==> config.mk <==
export PLATFORM = sky130hd
export DESIGN_NAME = nor_erase_ctrl
export DESIGN_NICKNAME = d
export VERILOG_FILES = /design/src/rtl/nor_erase_pkg.sv /design/src/rtl/nor_in_sync.sv /design/src/rtl/nor_frame_rx.sv /design/src/rtl/nor_erase_seq.sv /design/src/rtl/nor_erase_ctrl.sv
export SDC_FILE = /design/constraint.sdc
export NUM_CORES = 1
export LEC_CHECK = 0
export BUFFER_PORTS_ARGS = -buffer_cell sky130_fd_sc_hd__buf_4
export CORE_MARGIN = 2
export CORE_UTILIZATION = 55
export CTS_CLUSTER_DIAMETER = 40
export DETAILED_ROUTE_END_ITERATION = 6
export HOLD_SLACK_MARGIN = 0.05
export PLACE_DENSITY = 0.72
export SLEW_MARGIN = 15
export SYNTH_ARGS = -nofsm -noshare
export SYNTH_HDL_FRONTEND = slang
export SYNTH_SLANG_ARGS = --single-unit
==> constraint.sdc <==
create_clock -name clk -period 3.9 [get_ports clk]
set_clock_uncertainty 0.1 [all_clocks]
set_input_delay 0.585 -clock clk [delete_from_list [all_inputs] [get_ports clk]]
set_output_delay 0.585 -clock clk [all_outputs]
set_load 0.1 [all_outputs]
==> src/rtl/nor_erase_pkg.sv <==
package nor_erase_pkg;

    localparam logic [7:0] OP_WREN = 8'h06;
    localparam logic [7:0] OP_RDSR = 8'h05;
    localparam logic [7:0] OP_SE   = 8'hD8;

    localparam int FRAME_BITS = 32;
    localparam int CNT_W      = 6;

    typedef struct packed {
        logic              sck_prev;
        logic              cs_prev;
        logic [31:0]       shreg;
        logic [CNT_W-1:0]  cnt;
        logic [7:0]        opcode;
        logic [2:0]        idx;
        logic              miso;
        logic              frame_end;
    } rx_state_t;

endpackage

==> src/rtl/nor_in_sync.sv <==
module nor_in_sync #(
    parameter int             W       = 3,
    parameter logic [W-1:0]   RST_VAL = '0
) (
    input  logic         clk,
    input  logic         rst_n,
    input  logic [W-1:0] async_i,
    output logic [W-1:0] sync_o
);
    typedef struct packed {
        logic [W-1:0] s1;
        logic [W-1:0] s2;
    } sync_t;

    sync_t st_d, st_q;

    always_comb begin
        st_d    = st_q;
        st_d.s1 = async_i;
        st_d.s2 = st_q.s1;
    end

    always_ff @(posedge clk or negedge rst_n) begin
        if (!rst_n) begin
            st_q <= '{s1: RST_VAL, s2: RST_VAL};
        end else begin
            st_q <= st_d;
        end
    end

    assign sync_o = st_q.s2;
endmodule

==> src/rtl/nor_frame_rx.sv <==
module nor_frame_rx
    import nor_erase_pkg::*;
(
    input  logic              clk,
    input  logic              rst_n,
    input  logic              cs_n_s,
    input  logic              sck_s,
    input  logic              mosi_s,
    input  logic [7:0]        status_i,
    output logic              frame_end_o,
    output logic [CNT_W-1:0]  bit_cnt_o,
    output logic [7:0]        opcode_o,
    output logic [23:0]       addr_o,
    output logic              miso_o
);
    rx_state_t st_d, st_q;

    logic sck_rise, sck_fall, cs_fall, cs_rise;

    always_comb begin
        sck_rise = sck_s & ~st_q.sck_prev;
        sck_fall = ~sck_s & st_q.sck_prev;
        cs_fall  = st_q.cs_prev & ~cs_n_s;
        cs_rise  = ~st_q.cs_prev & cs_n_s;

        st_d           = st_q;
        st_d.sck_prev  = sck_s;
        st_d.cs_prev   = cs_n_s;
        st_d.frame_end = 1'b0;

        if (cs_fall) begin
            st_d.cnt    = '0;
            st_d.shreg  = '0;
            st_d.opcode = '0;
            st_d.miso   = 1'b0;
        end else if (cs_rise) begin
            st_d.frame_end = 1'b1;
            st_d.miso      = 1'b0;
        end else if (!cs_n_s) begin
            if (sck_rise) begin
                st_d.shreg = {st_q.shreg[30:0], mosi_s};
                if (st_q.cnt != {CNT_W{1'b1}}) begin
                    st_d.cnt = st_q.cnt + 1'b1;
                end
                if (st_q.cnt == CNT_W'(7)) begin
                    st_d.opcode = {st_q.shreg[6:0], mosi_s};
                    st_d.idx    = 3'd7;
                end
            end else if (sck_fall && st_q.cnt >= CNT_W'(8)
                         && st_q.opcode == OP_RDSR) begin
                st_d.miso = status_i[st_q.idx];
                st_d.idx  = st_q.idx - 1'b1;
            end
        end
    end

    always_ff @(posedge clk or negedge rst_n) begin
        if (!rst_n) begin
            st_q <= '{sck_prev: 1'b0, cs_prev: 1'b1, shreg: '0, cnt: '0,
                      opcode: '0, idx: 3'd7, miso: 1'b0, frame_end: 1'b0};
        end else begin
            st_q <= st_d;
        end
    end

    assign frame_end_o = st_q.frame_end;
    assign bit_cnt_o   = st_q.cnt;
    assign opcode_o    = st_q.opcode;
    assign addr_o      = st_q.shreg[23:0];
    assign miso_o      = st_q.miso;
endmodule

==> src/rtl/nor_erase_seq.sv <==
module nor_erase_seq
    import nor_erase_pkg::*;
#(
    parameter int ADDR_BITS    = 16,
    parameter int SECTOR_BITS  = 15,
    parameter int ERASE_CYCLES = 5000,
    localparam int SW          = ADDR_BITS - SECTOR_BITS,
    localparam int TW          = $clog2(ERASE_CYCLES + 1)
) (
    input  logic              clk,
    input  logic              rst_n,
    input  logic              frame_end_i,
    input  logic [CNT_W-1:0]  bit_cnt_i,
    input  logic [7:0]        opcode_i,
    input  logic [23:0]       addr_i,
    input  logic [1:0]        protect_i,
    output logic [7:0]        status_o,
    output logic              wip_o,
    output logic              wel_o,
    output logic              erase_req_o,
    output logic [SW-1:0]     erase_sector_o
);
    typedef struct packed {
        logic          wel;
        logic          wip;
        logic [TW-1:0] timer;
        logic          req;
        logic [SW-1:0] sector;
    } seq_t;

    seq_t st_d, st_q;

    logic [SW-1:0] tgt_sector;
    logic          addr_ok;
    logic          sect_prot;
    logic          se_frame;
    logic          wren_frame;

    always_comb begin
        tgt_sector = addr_i[ADDR_BITS-1:SECTOR_BITS];
        addr_ok    = ((addr_i >> ADDR_BITS) == 24'd0);
        sect_prot  = (protect_i[1]) || (protect_i == 2'b01 && tgt_sector[SW-1]);
        se_frame   = frame_end_i && bit_cnt_i == CNT_W'(FRAME_BITS)
                     && opcode_i == OP_SE;
        wren_frame = frame_end_i && bit_cnt_i == CNT_W'(8)
                     && opcode_i == OP_WREN;

        st_d     = st_q;
        st_d.req = 1'b0;

        if (st_q.wip) begin
            if (st_q.timer == TW'(1)) begin
                st_d.wip   = 1'b0;
                st_d.timer = '0;
            end else begin
                st_d.timer = st_q.timer - 1'b1;
            end
        end else if (wren_frame) begin
            st_d.wel = 1'b1;
        end else if (se_frame && st_q.wel && addr_ok && !sect_prot) begin
            st_d.wip    = 1'b1;
            st_d.timer  = TW'(ERASE_CYCLES);
            st_d.wel    = 1'b0;
            st_d.req    = 1'b1;
            st_d.sector = tgt_sector;
        end
    end

    always_ff @(posedge clk or negedge rst_n) begin
        if (!rst_n) begin
            st_q <= '0;
        end else begin
            st_q <= st_d;
        end
    end

    assign status_o       = {4'b0000, protect_i, st_q.wel, st_q.wip};
    assign wip_o          = st_q.wip;
    assign wel_o          = st_q.wel;
    assign erase_req_o    = st_q.req;
    assign erase_sector_o = st_q.sector;
endmodule

==> src/rtl/nor_erase_ctrl.sv <==
module nor_erase_ctrl
    import nor_erase_pkg::*;
#(
    parameter int ADDR_BITS    = 16,
    parameter int SECTOR_BITS  = 15,
    parameter int ERASE_CYCLES = 5000,
    localparam int SW          = ADDR_BITS - SECTOR_BITS
) (
    input  logic          clk,
    input  logic          rst_n,
    input  logic          cs_n_i,
    input  logic          sck_i,
    input  logic          mosi_i,
    input  logic [1:0]    protect_i,
    output logic          miso_o,
    output logic          erase_req_o,
    output logic [SW-1:0] erase_sector_o
);
    logic [2:0]       pins_s;
    logic             frame_end_w;
    logic [CNT_W-1:0] bit_cnt_w;
    logic [7:0]       opcode_w;
    logic [23:0]      addr_w;
    logic [7:0]       status_w;
    logic             wip_w;
    logic             wel_w;

    nor_in_sync #(.W(3), .RST_VAL(3'b100)) u_sync (
        .clk     (clk),
        .rst_n   (rst_n),
        .async_i ({cs_n_i, sck_i, mosi_i}),
        .sync_o  (pins_s)
    );

    nor_frame_rx u_rx (
        .clk         (clk),
        .rst_n       (rst_n),
        .cs_n_s      (pins_s[2]),
        .sck_s       (pins_s[1]),
        .mosi_s      (pins_s[0]),
        .status_i    (status_w),
        .frame_end_o (frame_end_w),
        .bit_cnt_o   (bit_cnt_w),
        .opcode_o    (opcode_w),
        .addr_o      (addr_w),
        .miso_o      (miso_o)
    );

    nor_erase_seq #(
        .ADDR_BITS    (ADDR_BITS),
        .SECTOR_BITS  (SECTOR_BITS),
        .ERASE_CYCLES (ERASE_CYCLES)
    ) u_seq (
        .clk            (clk),
        .rst_n          (rst_n),
        .frame_end_i    (frame_end_w),
        .bit_cnt_i      (bit_cnt_w),
        .opcode_i       (opcode_w),
        .addr_i         (addr_w),
        .protect_i      (protect_i),
        .status_o       (status_w),
        .wip_o          (wip_w),
        .wel_o          (wel_w),
        .erase_req_o    (erase_req_o),
        .erase_sector_o (erase_sector_o)
    );
endmodule

Word-level counts from Yosys, hierarchy flattened
Cells that the tools add are included.

storage, ports and cells
  bits of input ports = 7
  latch bits = 0
  ROM bits = 0
  register bits = 68
  memories = 0
  output and inout bits = 3
  logic and storage cells = 97
  RAM bits = 0

operators by class
  bitwise gates (word level) = 12
  multiply operators = 0
  equality and inequality tests = 15
  $lt $le $gt $ge = 2
  muxes and demuxes = 22
  shifts and indexed selects = 0
  div/mod/pow operators = 0
  reductions and logical operators = 28
  add/sub/neg operators = 3

operators by type and width
  cell                                                                     number
  38-bit 2-to-1 mux                                                        2
  42-bit 2-to-1 mux                                                        1
  41-bit 2-to-1 mux                                                        1
  24-bit logical NOT                                                       1
  17-bit 2-to-1 mux                                                        1
  8-bit by 3-bit equality test with 1-bit output (second input constant)   2
  16-bit 2-to-1 mux                                                        1
  14-bit 2-to-1 mux                                                        1
  13-bit by 1-bit equality test with 1-bit output (second input constant)  1
  13-bit 2-to-1 mux                                                        1
  13-bit by 1-bit subtractor with 13-bit output (second input constant)    1
  2-bit nonzero test                                                       6
  11-bit 2-to-1 mux                                                        1
  1-bit logical AND                                                        10
  3-bit AND reduction                                                      3
  8-bit equality test (second input constant)                              1
  1-bit 2-to-1 mux                                                         8
  1-bit inverter                                                           8
  4-bit AND reduction                                                      2
  6-bit by 1-bit adder with 6-bit output (second input constant)           1
  6-bit by 3-bit equality test with 1-bit output (second input constant)   1
  6-bit by 4-bit equality test with 1-bit output (second input constant)   1
  6-bit equality test (second input constant)                              1
  6-bit by 4-bit >= comparator with 1-bit output (second input constant)   1
  19 further kinds                                                         25

Depth between registers and ports, before layout
Gate-level depths: netlist (run 1).

  depth in word-level cells = 9
  mapped depth = 7
  mapped depth without buffers = 6

By module
A second synthesis (run 1) with hierarchy kept.

second synthesis, totals
  cell total of the unflattened synthesis = 344
  area total of the unflattened synthesis = 3669.8 µm²

by module, submodules not included
  module         cells an instance  times used  area each (µm²)
  nor_frame_rx   216                1           2354.8
  nor_erase_seq  122                1           1162.4
  nor_in_sync    6                  1           152.6

Least setup slack after synthesis (run 1)
No wires, ideal clock.

  path kind = flip-flop to flip-flop
  from = reg u_seq.st_q[2] in the netlist's numbering
  to = reg u_seq.st_q[14] in the netlist's numbering
  arrival time = 1902 ps
  data required time = 3676 ps
  library setup time = 124 ps
  path slack = 1774 ps
  cell stages (with the launch flop) = 7
  period minus slack after synthesis = 2126 ps
  path buffers = 0
  path through = dfrtp_1 inv_1 ha_1 or3b_2 or3_4 o31a_1 a211o_1

on the way
  longest elaborated chain between the ends = 3
  elaborated cells between the ends (all ways) = 4
  classes of those cells = add/sub: 1; eq/ne: 1; mux: 2

RTL lines
  item                                                                                                                     line                                      RTL
  start, declared                                                                                                          nor_erase_seq.sv:31                       seq_t st_d, st_q;
  start signal, assigned                                                                                                   nor_erase_seq.sv:73                       st_q <= st_d;
  13-bit by 1-bit subtractor with 13-bit output / 13-bit by 1-bit equality test with 1-bit output (equally long branches)  nor_erase_seq.sv:56, nor_erase_seq.sv:52
  13-bit 2-to-1 mux (*)                                                                                                    nor_erase_seq.sv:52                       if (st_q.timer == TW'(1)) begin
  14-bit 2-to-1 mux (*)                                                                                                    nor_erase_seq.sv:51                       if (st_q.wip) begin

Every way passes the cells marked *; elsewhere a longest branch is shown, timed or not.
A chain may end at the register's enable or synchronous reset.

Worst setup path in the final report (run 1)
  from = reg u_seq.st_q[3] in the netlist's numbering
  to = reg u_seq.st_q[9] in the netlist's numbering

The elaborated chain is that of the path after synthesis.

==> run_results.csv, run 1 <==
group,metric,value,unit
status,outcome,"complete, no violations",
sta,hold_ws,0.238,ns
global_routing,grt_usage,0.215,
synthesis,postSynthCellCount,285,
layout,layout_common_cells,"62 x dfrtp_1, 25 x a22o_1, 19 x nand2_1",
layout,layout.nets,309,
synthesis,synth-edff-count,0,
layout,final_common_cell,"dfrtp_1",
setup_path,critPathCaptureType,"flop",
cts,h-tree-depth,3,
synthesis,synth.distinct_cells,59,
floorplanning,die-area,6480,um^2
cts,cts_resized,0,
setup_path,crit_fanout,4,
route,viasPerCell,6.04,
global_routing,overflow,0,
cts,cts_root_buf,"clkbuf_8",
placed_design,dp_hpwl,3960,um
route,initialDrtViolationCount,172,
cts,hold_buffers,0,
sta,tightest_slew,0.999,ns
run,max-cap-violations,0,
cts,clk_pin_slew,0.07,ns
sta,max_slew_margin,0.328,
global_routing,grt_antenna_before_repair,0,
placed_design,gp_congestion,0.841,
synthesis,synth_nets,300,
route,drc,0,
layout,antenna_cells,0,
global_routing,grt_pass1_wl,10300,um
floorplanning,num_rows,27,
sta,drv_slew,0,
pwr,peakVddDrop,0.000279,V
sta,rsz0062_at_grt,"false",
floorplanning,design.core.area,5570,um^2
cts,max-clock-path-buffers,2,
sta,period_minus_slack,2.37,ns
synthesis,async_reset_ff_frac,1.00,
setup_path,rr_worst_depth,6,
floorplanning,initial_core_util,0.577,
sta,fin_crit_sh,0.608,
placed_design,numPortBuffers,9,
synthesis,avgSynthCellArea,11.3,um^2
pwr,power.density,380,nW/um^2
cts,numCtsBuffers,9,
route,wl_per_cell,16.4,um
pwr,power_leakage,0.00156,uW
cts,clkSinkCount,68,
route,totalWireLength,6090,um
cts,postCtsSetupBuffers,0,
sta,setup_violations,0,
setup_path,worstPathRequired,4.04,ns
min_path,min_path_type,"primary input to async pin",
floorplanning,ioPinCount,10,
setup_path,cp-start-kind,"flop",
layout,final_util,0.633,
global_routing,grt_max_degree,69,
route,ant_nets,0,
global_routing,first_global_vias,2101,
synthesis,synth_seq_cells,68,
sta,max_freq,422,MHz
route,first_pass_iters,4,
cts,cts_tree,"done",
synthesis,syn-cell-area,3220,um^2
layout,fill_cells,466,
cts,clk_latency,0.35,ns
synthesis,synth_warnings,0,
layout,drive_gt1_frac,0.171,
layout,syn_to_final_growth,9.72,%
setup_path,crit_type,"flop to flop",
setup_path,cp.arrival,2.51,ns
synthesis,synth_ff_type,"dfrtp_1",
synthesis,synth_seq_area_share,0.531,
sta,hold_viol,0,
sta,fin_setup_tns,0,ns
floorplanning,die_y,80.5,um
route,vias,2241,
floorplanning,die_w,80.5,um
## per-stage QoR
| stage | total power, uW | setup slack, ns | area (um^2) | std cells |
|---|---|---|---|---|
| global placement | 849 | 1.49 | 3330 | 354 |
| CTS | 1350 | 1.38 | 3500 | 370 |
| floorplan | 813 | 1.77 | 3220 | 285 |
| detailed placement | 852 | 1.39 | 3330 | 354 |
| finish | 1340 | 1.53 | 3530 | 371 |
| global route | 1400 | 1.34 | 3530 | 371 |
## routing by layer
layer / share of wire / vias up / wire length, um / GRT usage
met2: 0.43 / 38 / 2630 / 0.297
met1: 0.51 / 1090 / 3130 / 0.316
met3: 0.035 / 9 / 212 / 0.0472
met5: 0 / - / 0 / 0
met4: 0.020 / 0 / 119 / 0.112
li1: - / 1104 / - / -
## state kept, by name, indices dropped and copies added, names as in the netlist
register and flops:
u_rx.addr_o 24, u_rx.bit_cnt_o 6, u_rx.frame_end_o 1, u_rx.miso_o 1
u_rx.opcode_o 8, u_rx.st_q 5, u_seq.erase_req_o 1, u_seq.erase_sector_o 1
u_seq.st_q 13, u_seq.wel_o 1, u_seq.wip_o 1, u_sync.st_d 3
u_sync.sync_o 3
## cell families after synthesis
group,after synthesis,synth area share
compound gates,80,0.196
xor+xnor,1,0.00272
flops,68,0.531
buf+inv,30,0.0385
mux,5,0.0214
simple gates,93,0.180
fa+ha+maj,8,0.0311
## worst max-delay path, stage by stage, from the launching register on
cell and delay (ns):
dfrtp_1 0.41, inv_1 0.11, ha_1 0.17, or4b_1 0.54
nor4_1 0.50, nor3_1 0.11, a211o_2 0.32
## power by group
group / internal [uW] / switching [uW] / total, uW
sequential: 724 / 14.0 / 738
clock: 247 / 250 / 497
combinational: 33.8 / 72.1 / 106
## worst paths after layout
path / startpoint / endpoint / slack, ns
max: u_seq.st_q[3]$_DFFE_PN0P_ / u_seq.st_q[9]$_DFFE_PN0P_ / 1.53
min: rst_n / u_seq.st_q[7]$_DFFE_PN0P_ / 0.24
max reg2reg: u_seq.st_q[3]$_DFFE_PN0P_ / u_seq.st_q[9]$_DFFE_PN0P_ / 1.53
min reg2reg: u_sync.st_d[1]$_DFF_PN0_ / u_sync.sync_o[1]$_DFF_PN0_ / 0.26
max in group asynchronous: rst_n / u_rx.addr_o[22]$_DFFE_PN0P_ / 2.93
min in group clk: cs_n_i / u_sync.st_d[2]$_DFF_PN1_ / 0.24
## synthesized netlist by cell type, types with 3 or more instances
cell type | instances | area share
a21oi_1 | 3 | 0.0047
a22o_1 | 25 | 0.068
a31oi_1 | 3 | 0.0058
clkbuf_1 | 11 | 0.013
dfrtp_1 | 62 | 0.48
dfstp_2 | 6 | 0.049
ha_1 | 8 | 0.031
inv_1 | 17 | 0.020
nand2_1 | 19 | 0.022
nand3_1 | 7 | 0.011
nor2_1 | 12 | 0.014
nor2b_1 | 5 | 0.0097
nor3_1 | 10 | 0.016
nor4_1 | 5 | 0.0097
o211ai_1 | 3 | 0.0070
o21ai_0 | 13 | 0.020
o31ai_1 | 16 | 0.037
o41ai_1 | 5 | 0.014
or3_1 | 3 | 0.0058
or4_1 | 5 | 0.012
## layout make-up
cell class / instances / area, um^2 / share of cell area
Inverter: 17 / 63.8 / 0.0181
Multi-Input combinational cell: 187 / 1400 / 0.397
Clock buffer: 14 / 153 / 0.0432
Sequential cell: 68 / 1710 / 0.484
Timing Repair Buffer: 11 / 103 / 0.0291
Clock inverter: 2 / 10.0 / 0.00283
Tap cell: 72 / 90.1 / 0.0255
(Power assumes the default switching activity.)
==> run 2, diff against run 1 <==
ABC_AREA = 1   (was not set)
clock period = 2.4 ns   (was 3.9 ns; I/O delays follow)
==> run 2 against run 1 <==
Against the previous run: count of clock-buffer cells in the layout fell by 4; core utilization fell by 0.61 points; fmax rose by 19%; area after synthesis rose by 5.4%; critical path depth rose by 3.
==> run_results.csv, run 2 <==
group,metric,value,unit
sta,fin_crit_sh,0.830,
pwr,power_frac_comb,0.104,
layout,fin_cells,495,
setup_path,critPathCaptureType,"flop",
synthesis,synth.largest_area_cell,"dfrtp_1",
sta,period_minus_slack,1.99,ns
layout,final_common_cell,"nand2_1",
placed_design,gp_congestion,0.933,
setup_path,cp.arrival,2.15,ns
layout,layout_common_cells,"93 x nand2_1, 62 x dfrtp_1, 54 x inv_1",
setup_path,critPathTopFamily,"flip-flops",
sta,drv_slew,0,
pwr,peakVddDrop,0.000402,V
layout,antenna_cells,0,
layout,fill_cells,525,
placed_design,placed_area,3510,um^2
pwr,clkPwrFrac,0.380,
pwr,power.density,647,nW/um^2
sta,max_freq,502,MHz
layout,largest_register_ffs,24,
cts,cts_root_buf,"clkbuf_8",
setup_path,path_buf_inv,3,
setup_path,worstPathRequired,2.56,ns
sta,tightest_slew,0.833,ns
global_routing,grt_usage,0.207,
pwr,seqPwrFrac,0.516,
global_routing,grt_max_degree,69,
floorplanning,die_w,82.5,um
pwr,p_total,2420,uW
floorplanning,initial_core_util,0.570,
setup_path,crit_slowest_cell,"dfstp_2",
synthesis,yosysTopAreaCellShare,0.457,
pwr,power_leakage,0.00178,uW
placed_design,dp_cells,476,
synthesis,synthTopCellsByCount,"93 x nand2_1, 62 x dfrtp_1, 54 x inv_1",
global_routing,first_global_vias,2373,
synthesis,synth_ff_type,"dfrtp_1",
setup_path,crit_fanout,24,
sta,max_slew_margin,0.445,
route,ant_nets,0,
layout,regArea,1710,um^2
synthesis,synth_warnings,0,
pwr,power_switching,646,uW
cts,h-tree-depth,3,
run,max-cap-violations,0,
cts,max-clock-path-buffers,2,
setup_path,slowest_delay,0.58,ns
global_routing,grt_pass1_wl,10600,um
setup_path,cp_common_cell,"nand2_1",
cts,clk_pin_slew,0.08,ns
synthesis,syn-cell-area,3390,um^2
cts,clkSinkCount,68,
placed_design,dp_hpwl,4250,um
route,wl_per_cell,12.4,um
sta,setup_violations,0,
layout,syn_to_final_growth,10.1,%
route,totalWireLength,6150,um
sta,rsz0062_at_grt,"false",
layout,drive_gt1_frac,0.179,
synthesis,yosysMostFrequentCell,"nand2_1",
status,outcome,"complete, no violations",
synthesis,synth_seq_area_share,0.504,
floorplanning,die_y,82.5,um
layout,design_area,3740,um^2
setup_path,crit_type,"flop to flop",
cts,cts_tree,"done",
synthesis,netlist_top_cells_area,"dfrtp_1 46%, nand2_1 10%, nand3_1 6.5%, inv_1 6.0%, dfstp_2 4.6%",
cts,clk_latency,0.34,ns
route,vias,2563,
synthesis,synth.distinct_cells,34,
sta,hold_viol,0,
synthesis,synth_nets,413,
route,initialDrtViolationCount,142,
synthesis,async_reset_ff_frac,1.00,
pwr,intPower,1770,uW
placed_design,numPortBuffers,9,
route,drc,0,
route,viasPerCell,5.18,
pwr,sw_frac_of_total,0.267,
floorplanning,num_rows,28,
floorplanning,die-area,6810,um^2
global_routing,overflow,0,
min_path,min_path_type,"primary input to async pin",
synthesis,synth-edff-count,0,
synthesis,postSynthCellCount,398,
cts,cts_resized,0,
floorplanning,design.core.area,5960,um^2
setup_path,path_cells,"inv_1 -> ha_1 -> inv_2 -> nand2_1 -> nand3_4 -> inv_4 -> nand2_4 -> nand2_1 -> o21ai_2",
layout,layout.nets,430,
route,first_pass_iters,4,
synthesis,synth_seq_cells,68,
global_routing,grt_antenna_before_repair,0,
layout,multi_input_area,1390,um^2
floorplanning,ioPinCount,10,
setup_path,cp-start-kind,"flop",
cts,numCtsBuffers,9,
synthesis,avgSynthCellArea,8.52,um^2
sta,fin_setup_tns,0,ns
==> run 2: cell types whose count changed in the layout (fill, tap and decap cells not counted), moves of 14 or more <==
cell and delta:
nor2_1 +14, o22ai_1 +21, nand2_1 +74, a22o_1 -25
inv_1 +37, o31ai_1 -16, nand3_1 +37
==> run 2: logic make-up after synthesis <==
family	count (synthesis)	synth area share
and+or+nand+nor	195	0.269
buffers and inverters	71	0.0852
DFF	68	0.504
AOI/OAI and AO/OA	51	0.0992
adders and majority gates	8	0.0295
xor gates and xnor gates	5	0.0129
==> run 2: worst paths after layout <==
path                                             from                            to  slack, ns  cells past startpoint
min in group clk             u_sync.st_d[1]$_DFF_PN0_    u_sync.sync_o[1]$_DFF_PN0_       0.25                      0
min                                             rst_n    u_seq.st_q[13]$_DFFE_PN0P_       0.02                      1
min reg2reg                  u_sync.st_d[1]$_DFF_PN0_    u_sync.sync_o[1]$_DFF_PN0_       0.25                      0
max in group asynchronous                       rst_n    u_rx.addr_o[6]$_DFFE_PN0P_       1.63                      1
max reg2reg                u_sync.sync_o[2]$_DFF_PN1_  u_rx.opcode_o[4]$_DFFE_PN0P_       0.41                      9
max                        u_sync.sync_o[2]$_DFF_PN1_  u_rx.opcode_o[4]$_DFFE_PN0P_       0.41                      9
==> run 2: layout make-up <==
cell class,count,share of cell area
Tap cell,75,0.0251
Clock buffer,10,0.0342
Sequential cell,68,0.457
Multi-Input combinational cell,259,0.373
Clock inverter,6,0.0171
Timing Repair Buffer,13,0.0281
Inverter,64,0.0650
==> run 2: routing by layer <==
metal  global-route usage  share of wire
met1                0.285           0.48
met2                0.322           0.47
met3               0.0326          0.026
met4               0.0934          0.018
met5                    0              0
==> run 2: metrics by stage <==
step / setup WS (ns) / hold WS [ns] / utilization
6_report: 0.407 / 0.0165 / 0.627
5_1_grt: 0.183 / 0.0939 / 0.627
4_1_cts: 0.397 / 0.0521 / 0.627
3_5_place_dp: 0.423 / 0.235 / 0.590
3_3_place_gp: 0.469 / 0.235 / 0.590
2_1_floorplan: 0.669 / -0.0356 / -
==> run 2: what timing repair did <==
action / CTS / global route
setup buffers: 0 / 0
setup endpoints to repair: 0 / 0
endpoints found under the hold margin: 3 / 0
hold buffers: 3 / 0
==> run 2: power by group through the flow <==
stage	registers, uW	logic [uW]	clock network (uW)
final	1250	250	920
after global routing	1260	291	994
after CTS	1250	255	945
after detailed placement	1270	250	0
after global placement	1270	244	0
after floorplan	1280	162	0
